===== src/rtl/pmc_pkg.sv =====
package pmc_pkg;
  localparam int ADDR_W = 6;
  localparam logic [ADDR_W-1:0] A_EN   = 6'h00;
  localparam logic [ADDR_W-1:0] A_STAT = 6'h01;
  localparam logic [ADDR_W-1:0] A_IE   = 6'h02;
  localparam logic [ADDR_W-1:0] A_CNT  = 6'h10;
  localparam logic [ADDR_W-1:0] A_CTL  = 6'h20;

  function automatic logic [ADDR_W-1:0] cnt_addr(input int idx);
    return A_CNT + ADDR_W'(idx);
  endfunction

  function automatic logic [ADDR_W-1:0] ctl_addr(input int idx);
    return A_CTL + ADDR_W'(idx);
  endfunction
endpackage


===== src/rtl/pmc_counter.sv =====
module pmc_counter #(
  parameter int CW = 16
) (
  input  logic          clk,
  input  logic          rst_n,
  input  logic          wr_hit,
  input  logic [CW-1:0] wr_val,
  input  logic          step,
  output logic [CW-1:0] value,
  output logic          msb_cross
);
  localparam logic [CW-1:0] HALF_M1 = {1'b0, {(CW-1){1'b1}}};

  // software load outranks counting
  assign msb_cross = !wr_hit && step && (value == HALF_M1);

  always_ff @(posedge clk or negedge rst_n) begin
    if (!rst_n)      value <= '0;
    else if (wr_hit) value <= wr_val;
    else if (step)   value <= value + 1'b1;
  end
endmodule


===== src/rtl/pmc_ctrl.sv =====
module pmc_ctrl
  import pmc_pkg::*;
#(
  parameter int N = 4
) (
  input  logic              clk,
  input  logic              rst_n,
  input  logic              reg_we,
  input  logic [ADDR_W-1:0] reg_addr,
  input  logic [N-1:0]      wr_val,
  input  logic [N-1:0]      ovf,
  output logic [N-1:0]      en,
  output logic [N-1:0]      ie,
  output logic [N-1:0]      sticky,
  output logic              irq
);
  logic [N-1:0] en_nx, clr;

  always_comb begin
    en_nx = en;
    if (reg_we) begin
      if (reg_addr == A_EN) en_nx = wr_val;
      for (int i = 0; i < N; i++)
        if (reg_addr == ctl_addr(i)) en_nx[i] = wr_val[0];
    end
  end

  assign clr = (reg_we && reg_addr == A_STAT) ? wr_val : '0;

  always_ff @(posedge clk or negedge rst_n) begin
    if (!rst_n) begin
      en     <= '0;
      ie     <= '0;
      sticky <= '0;
    end else begin
      en     <= en_nx;
      if (reg_we && reg_addr == A_IE) ie <= wr_val;
      sticky <= (sticky & ~clr) | ovf;
    end
  end

  assign irq = |(sticky & ie);
endmodule


===== src/rtl/pmc_rdmux.sv =====
module pmc_rdmux
  import pmc_pkg::*;
#(
  parameter int N  = 4,
  parameter int CW = 16,
  parameter int DW = 32
) (
  input  logic [ADDR_W-1:0] addr,
  input  logic [N-1:0]      en,
  input  logic [N-1:0]      ie,
  input  logic [N-1:0]      sticky,
  input  logic [N*CW-1:0]   cnt_flat,
  output logic [DW-1:0]     rdata
);
  always_comb begin
    rdata = '0;
    if (addr == A_EN)   rdata[N-1:0] = en;
    if (addr == A_STAT) rdata[N-1:0] = sticky;
    if (addr == A_IE)   rdata[N-1:0] = ie;
    for (int i = 0; i < N; i++) begin
      if (addr == cnt_addr(i)) rdata[CW-1:0] = cnt_flat[i*CW +: CW];
      if (addr == ctl_addr(i)) rdata[0] = en[i];
    end
  end
endmodule


===== src/rtl/pmc_bank.sv =====
module pmc_bank
  import pmc_pkg::*;
#(
  parameter int N_CTR  = 4,
  parameter int CTR_W  = 16,
  parameter int DATA_W = 32
) (
  input  logic              clk,
  input  logic              rst_n,
  input  logic [N_CTR-1:0]  inc_i,
  input  logic              freeze_i,
  input  logic              reg_we,
  input  logic [ADDR_W-1:0] reg_addr,
  input  logic [DATA_W-1:0] reg_wdata,
  output logic [DATA_W-1:0] reg_rdata,
  output logic              irq_o
);
  logic [N_CTR-1:0]       en, ie, sticky, ovf, step;
  logic [N_CTR*CTR_W-1:0] cnt_flat;

  assign step = inc_i & en & {N_CTR{!freeze_i}};

  for (genvar g = 0; g < N_CTR; g++) begin : g_ctr
    logic hit;
    assign hit = reg_we && (reg_addr == cnt_addr(g));
    pmc_counter #(.CW(CTR_W)) u_ctr (
      .clk       (clk),
      .rst_n     (rst_n),
      .wr_hit    (hit),
      .wr_val    (reg_wdata[CTR_W-1:0]),
      .step      (step[g]),
      .value     (cnt_flat[g*CTR_W +: CTR_W]),
      .msb_cross (ovf[g])
    );
  end

  pmc_ctrl #(.N(N_CTR)) u_ctrl (
    .clk      (clk),
    .rst_n    (rst_n),
    .reg_we   (reg_we),
    .reg_addr (reg_addr),
    .wr_val   (reg_wdata[N_CTR-1:0]),
    .ovf      (ovf),
    .en       (en),
    .ie       (ie),
    .sticky   (sticky),
    .irq      (irq_o)
  );

  pmc_rdmux #(.N(N_CTR), .CW(CTR_W), .DW(DATA_W)) u_rd (
    .addr     (reg_addr),
    .en       (en),
    .ie       (ie),
    .sticky   (sticky),
    .cnt_flat (cnt_flat),
    .rdata    (reg_rdata)
  );
endmodule


===== config.mk =====
export PLATFORM = sky130hd
export DESIGN_NAME = pmc_bank
export DESIGN_NICKNAME = d
export VERILOG_FILES = /design/src/rtl/pmc_pkg.sv /design/src/rtl/pmc_counter.sv /design/src/rtl/pmc_ctrl.sv /design/src/rtl/pmc_rdmux.sv /design/src/rtl/pmc_bank.sv
export SDC_FILE = /design/constraint.sdc
export NUM_CORES = 1
export LEC_CHECK = 0
export ABC_AREA = 1
export BUFFER_PORTS_ARGS = -buffer_cell sky130_fd_sc_hd__clkbuf_2
export CORE_ASPECT_RATIO = 1.4
export CORE_MARGIN = 10
export CORE_UTILIZATION = 62
export CTS_CLUSTER_SIZE = 10
export DETAILED_ROUTE_END_ITERATION = 10
export PLACE_DENSITY = 0.86
export SLEW_MARGIN = 30
export SYNTH_ARGS = -nofsm -noshare
export SYNTH_HDL_FRONTEND = slang
export SYNTH_SLANG_ARGS = --single-unit

===== constraint.sdc =====
create_clock -name clk -period 4.4 [get_ports clk]
set_clock_uncertainty 0.05 [all_clocks]
set_input_delay 1.32 -clock clk [delete_from_list [all_inputs] [get_ports clk]]
set_output_delay 1.32 -clock clk [all_outputs]
set_load 0.01 [all_outputs]

Word level (Yosys, flattened, before mapping)
Cells that the tools add are included.
{ "classes": {"n_bitwise": 6, "n_addsub": 4, "eq_ne": 14, "n_mux": 25, "n_reduce_logical": 33} }
{ "op_table": {"columns": ["cell", "count"], "rows": [
  ["$mux W16", 12],
  ["$add A16 B1 Y16 const B", 4],
  ["$eq A16 B15 Y1 const B", 4],
  ["$eq A6 B5 Y1 const B", 4],
  ["$eq A6 B6 Y1 const B", 4],
  ["$mux W4", 5],
  ["$and A4 B4 Y4", 4],
  ["$reduce_bool A2 Y1", 8],
  ["$logic_and A1 B1 Y1", 14],
  ["$mux W1", 8],
  ["$reduce_and A2 Y1", 4],
  ["$eq A6 B1 Y1 const B", 1],
  ["$eq A6 B2 Y1 const B", 1],
  ["$logic_not A6 Y1", 1],
  ["$logic_not A1 Y1", 5],
  ["$not A4 Y4", 1],
  ["$or A4 B4 Y4", 1],
  ["$reduce_or A4 Y1", 1]
]} }
{ "totals": {"regBits": 76, "out_inout_bits": 33, "in_bits": 46, "word_cells": 92} }

Depth between registers and ports, before layout
{ "depth": {"ltp_word": 12, "ltp_mapped": 11, "mapped_depth_nobuf": 10} }

By module
A second synthesis with hierarchy kept.
{ "hier_totals": {"hier_cells": 849, "hier_area_um2": 5888.1} }
{ "modules_own_cells": {"columns": ["module", "instances", "area_per_inst_um2", "cells_each", "seq_area_each_um2"], "rows": [
  ["pmc_counter", 4, 1083.5, 147, 400.4],
  ["pmc_rdmux", 1, 779.5, 140, 0.0],
  ["pmc_ctrl", 1, 679.4, 99, 300.3],
  ["pmc_bank", 1, 95.1, 22, 0.0]
]} }

Worst setup path before layout
Ideal clock, no wire load.
{ "synth_path": {"kind": "input -> output", "startpoint": "in reg_addr[3]", "endpoint": "out reg_rdata[12]", "setup_slack_ns": 0.672, "stages": 5, "required_time_ns": 3.030, "arrival_time_ns": 2.358, "n_path_buf": 0, "cell_sequence": "nor2_4 -> nand2_1 -> nor2_8 -> clkinv_1 -> o221ai_1"} }
{ "synth_via": {"elab_chain_len": 5, "elab_cells_between_ends": 8, "classes_between": "eq/ne: 4; mux: 4"} }
{ "synth_lines": {"columns": ["element", "line_no", "rtl"], "rows": [
  ["start: declaration", "pmc_bank.sv:13", "input logic [ADDR_W-1:0] reg_addr,"],
  ["$eq A6 B5 Y1", "pmc_rdmux.sv:21", "if (addr == cnt_addr(i)) rdata[CW-1:0] = cnt_flat[i*CW +: CW];"],
  ["$mux W16 (3 in a row)", "pmc_rdmux.sv:21", null],
  ["$mux W16 *", "pmc_rdmux.sv:21", null],
  ["end: declaration", "pmc_bank.sv:15", "output logic [DATA_W-1:0] reg_rdata,"]
]} }
Every way passes the cells marked *; elsewhere a longest branch is shown, timed or not.

Final worst setup path
{ "layout_path": {"startpoint": "in reg_addr[3]", "endpoint": "out reg_rdata[11]"} }
Same word-level chain as after synthesis.

==> PnR_summary.wiki <==
{| class="wikitable"
! Metric !! Value
|-
| Setup Fix Bufs, Post-CTS || 0
|-
| Top library cells by usage in the layout, fill and taps aside || sky130_fd_sc_hd__nand2_1, sky130_fd_sc_hd__inv_1, sky130_fd_sc_hd__dfrtp_1
|-
| Register clock-pin slew on the reported worst setup and hold paths || 0.06 ns
|-
| Clock network power share || 31.8%
|-
| Antenna Cells || 0
|-
| Cell leakage power || 2.79 nW
|-
| Int Power || 1.78 mW
|-
| Total of hold buffers inserted after clock tree synthesis || 0
|-
| Biggest area contributors in the synthesized netlist || sky130_fd_sc_hd__dfrtp_1, sky130_fd_sc_hd__nand2_1, sky130_fd_sc_hd__inv_1
|-
| Die Ht || 129 µm
|-
| Post-route DRC violation count || 0
|-
| Startpoint of the most critical register-to-register path || g_ctr[3].u_ctr.value[0]
|-
| DIE WIDTH || 97.6 µm
|-
| Overall Power || 2.77 mW
|-
| Maximum clock insertion buffer count || 2
|-
| Non-filler instance count after layout || 849
|-
| Total global routing overflow || 0
|-
| Vias after detailed routing || 5332
|-
| Final worst path period share || 95.5%
|-
| Number of buffers created by CTS || 9
|-
| Critical register-to-register path endpoint || u_ctrl.sticky[3]
|-
| Warnings from Yosys || 0
|-
| Detailed router's first-iteration violation count || 591
|-
| Average size of a mapped cell || 7.53 µm²
|-
| Crit path DAT || 2.83 ns
|-
| Die Outline Area || 0.0126 mm²
|-
| CP startpoint kind || input port
|-
| Worst EP required || 3.03 ns
|-
| Count of clock tree sinks || 76
|-
| Cell area after layout || 0.00582 mm²
|-
| Critical path capture point || reg_rdata[11]
|-
| VDD IR-drop max || 332 µV
|-
| Met2 routed WL || 7810 µm
|-
| RePlAce Congestion || 0.953
|-
| Number of instances on the worst hold path || 2
|-
| Final wirelength || 16400 µm
|-
| Final Slew Violations || 0
|-
| Wire length on met1 || 6270 µm
|-
| Clock tree from TritonCTS || built
|-
| Share of synthesized area occupied by flip-flops and latches || 36.4%
|-
| Post-DP HPWL || 12100 µm
|-
| CP endpoint kind || primary output
|-
| Fin crit period || 4.20 ns
|-
| Slew at the pin closest to its max-slew limit || 0.731 ns
|-
| Number of H-tree branching levels || 3
|-
| Clock tree root buffer cell || sky130_fd_sc_hd__clkbuf_16
|-
| Remaining antenna violation count || 0
|-
| Skew-Pair Late Insertion Delay || 0.34 ns
|-
| Port buffer count || 46
|-
| Setup repair after global routing missed its margin || no
|-
| Global-route wire length before repair || 26300 µm
|-
| Layout overhead on the synthesized area || 11.4%
|-
| Worst Path Max Fanout || 10
|-
| Pwr Density || 476 mW/mm²
|-
| Reported max-cap violation count || 0
|-
| Worst min path class || reg2reg
|-
| Final-report hold violation count || 0
|-
| EDFF count, synth || 0
|-
| Post-CTS resize count || 0
|-
| Total of flip-flops plus latches after synthesis || 76
|-
| Count of TritonRoute iterations in the first routing pass || 8
|-
| Yosys top cell by area || sky130_fd_sc_hd__dfrtp_1
|-
| Core region area || 0.00820 mm²
|-
| Flop pwr share || 42.4%
|-
| Number of placed cells counting well taps || 833
|-
| Effective utilization at floorplan || 63.8%
|-
| Top Metal Used || met4
|-
| Synthesized cell area || 0.00523 mm²
|-
| Avg Vias per Cell || 6.28
|-
| Switching fraction of total power || 35.9%
|-
| Num ports || 79
|-
| Most used flip-flop cell after synthesis || sky130_fd_sc_hd__dfrtp_1
|-
| Worst Setup Path Type || in2out
|-
| Antenna violations before repair || 0
|-
| Worst relative slew slack || 51.2%
|-
| Run status || completed
|-
| Total routing resource utilization after global routing || 25.9%
|-
| Setup-failing EPs final || 0
|-
| TNS Setup || 0 ns
|-
| Post-DR wirelength/cell || 19.4 µm
|-
| Maximum clock frequency || 0.238 GHz
|-
| R2R setup slack || 2.35 ns
|-
| Final nets || 792
|-
| Top-area cell type share of the netlist area || 36.4%
|-
| Depth of the worst register-to-register path || 7
|-
| Post-synthesis instance total || 694
|-
| Met3 Wirelength || 1490 µm
|-
| Num rows || 39
|-
| Most frequent standard cell in the layout excluding fill and tap cells || sky130_fd_sc_hd__nand2_1
|-
| FFs w/ async S/R, synth || 100%
|-
| Maximum number of pins on one net before global-route repair || 77
|-
| Area of placed instances || 0.00547 mm²
|-
| Fraction of power consumed by combinational cells || 25.8%
|-
| Number of global-route vias before repair || 5131
|-
| Unique cell type count in the Yosys netlist || 44
|-
| Fraction of final layout cells with drive strength greater than 1 || 14.2%
|-
| CP startpoint || reg_addr[3]
|-
| NetSw || 0.995 mW
|}
==> power by group through the flow <==
| stage | Sequential [mW] | Combinational, mW | Clock [mW] |
|---|---|---|---|
| 2_1_floorplan | 1.10 | 0.546 | 0 |
| 5_1_grt | 1.21 | 0.798 | 0.909 |
| 3_5_place_dp | 1.17 | 0.692 | 0 |
| 6_report | 1.18 | 0.716 | 0.882 |
| 3_3_place_gp | 1.16 | 0.652 | 0 |
| 4_1_cts | 1.17 | 0.706 | 0.880 |
==> layout make-up <==
type | instances | area (µm²)
multi-input cells | 513 | 2830
repair buffers | 50 | 267
fillers | 669 | 2370
clock inverters | 4 | 95.1
well taps | 102 | 128
inverters | 92 | 345
flip-flops and latches | 76 | 1900
clock buffers | 12 | 256
==> worst min path at each step <==
stage	from	end	slack [ns]
CTS	u_ctrl.ie[3]	u_ctrl.ie[3]	0.47
global route	g_ctr[2].u_ctr.value[7]	g_ctr[2].u_ctr.value[7]	0.50
finish	u_ctrl.ie[3]	u_ctrl.ie[3]	0.47
detailed placement	u_ctrl.ie[3]	u_ctrl.ie[3]	0.46
global placement	g_ctr[2].u_ctr.value[7]	g_ctr[2].u_ctr.value[7]	0.44
floorplan	g_ctr[2].u_ctr.value[7]	g_ctr[2].u_ctr.value[7]	0.42
==> Yosys cell counts (2+ instances only) <==
master                     count
sky130_fd_sc_hd__a21oi_1      21
sky130_fd_sc_hd__a22oi_1      12
sky130_fd_sc_hd__buf_2         4
sky130_fd_sc_hd__buf_4        17
sky130_fd_sc_hd__buf_6         4
sky130_fd_sc_hd__clkbuf_1      2
sky130_fd_sc_hd__clkinv_1      2
sky130_fd_sc_hd__dfrtp_1      76
sky130_fd_sc_hd__ha_1          4
sky130_fd_sc_hd__inv_1        84
sky130_fd_sc_hd__inv_2         6
sky130_fd_sc_hd__nand2_1     176
sky130_fd_sc_hd__nand2_2       7
sky130_fd_sc_hd__nand2_4       2
sky130_fd_sc_hd__nand3_1      41
sky130_fd_sc_hd__nand3b_1      2
sky130_fd_sc_hd__nand4_1      22
sky130_fd_sc_hd__nor2_1       42
sky130_fd_sc_hd__nor2_4        6
sky130_fd_sc_hd__nor2_8        2
sky130_fd_sc_hd__nor3_1       12
sky130_fd_sc_hd__nor3_2        4
sky130_fd_sc_hd__o211ai_1     17
sky130_fd_sc_hd__o211ai_2      4
sky130_fd_sc_hd__o21ai_0      40
sky130_fd_sc_hd__o21ai_1      10
sky130_fd_sc_hd__o21bai_1      2
sky130_fd_sc_hd__o221ai_1     16
sky130_fd_sc_hd__o221ai_2      6
sky130_fd_sc_hd__o22ai_1       6
sky130_fd_sc_hd__or2_2         2
sky130_fd_sc_hd__xnor2_1       8
sky130_fd_sc_hd__xor2_1       24
==> through the flow <==
step / setup slack [ns] / hold WS, ns / utilization, %
detailed placement: 0.236 / 0.460 / 66.7
finish: 0.198 / 0.473 / 71.0
global route: 0.0684 / 0.497 / 71.0
CTS: 0.232 / 0.474 / 71.0
floorplan: 0.672 / 0.421 / -
global placement: 0.254 / 0.439 / 66.7
==> cell families (layout without fill, tap and decap cells) <==
group	count (synthesis)	count (layout)	synth area share [%]
adders and majority gates	4	4	0.958
DFF	76	76	36.4
buffers and inverters	120	158	10.5
xor gates and xnor gates	32	32	5.36
AOI/OAI and AO/OA	139	139	18.1
other	1	16	0.0718
and+or+nand+nor	322	322	28.7
==> state kept, by name, indices dropped and copies added (netlist names) <==
name               flops
u_ctrl.sticky          4
u_ctrl.ie              4
g_ctr.u_ctr.value     64
u_ctrl.en              4
==> worst max-delay path, stage by stage <==
cell                       delay (ns)
sky130_fd_sc_hd__clkbuf_2        0.10
sky130_fd_sc_hd__nor2_4          0.25
sky130_fd_sc_hd__nand2_1         0.21
sky130_fd_sc_hd__nor2_8          0.13
sky130_fd_sc_hd__clkinv_1        0.30
sky130_fd_sc_hd__o211ai_1        0.33
sky130_fd_sc_hd__clkbuf_2        0.19
==> per-layer routing <==
metal,vias to the layer above,track usage [%]
li1,2396,-
met1,2526,29.6
met2,343,42.9
met3,67,7.34
met4,0,14.4
met5,-,0
(Power assumes the default switching activity.)
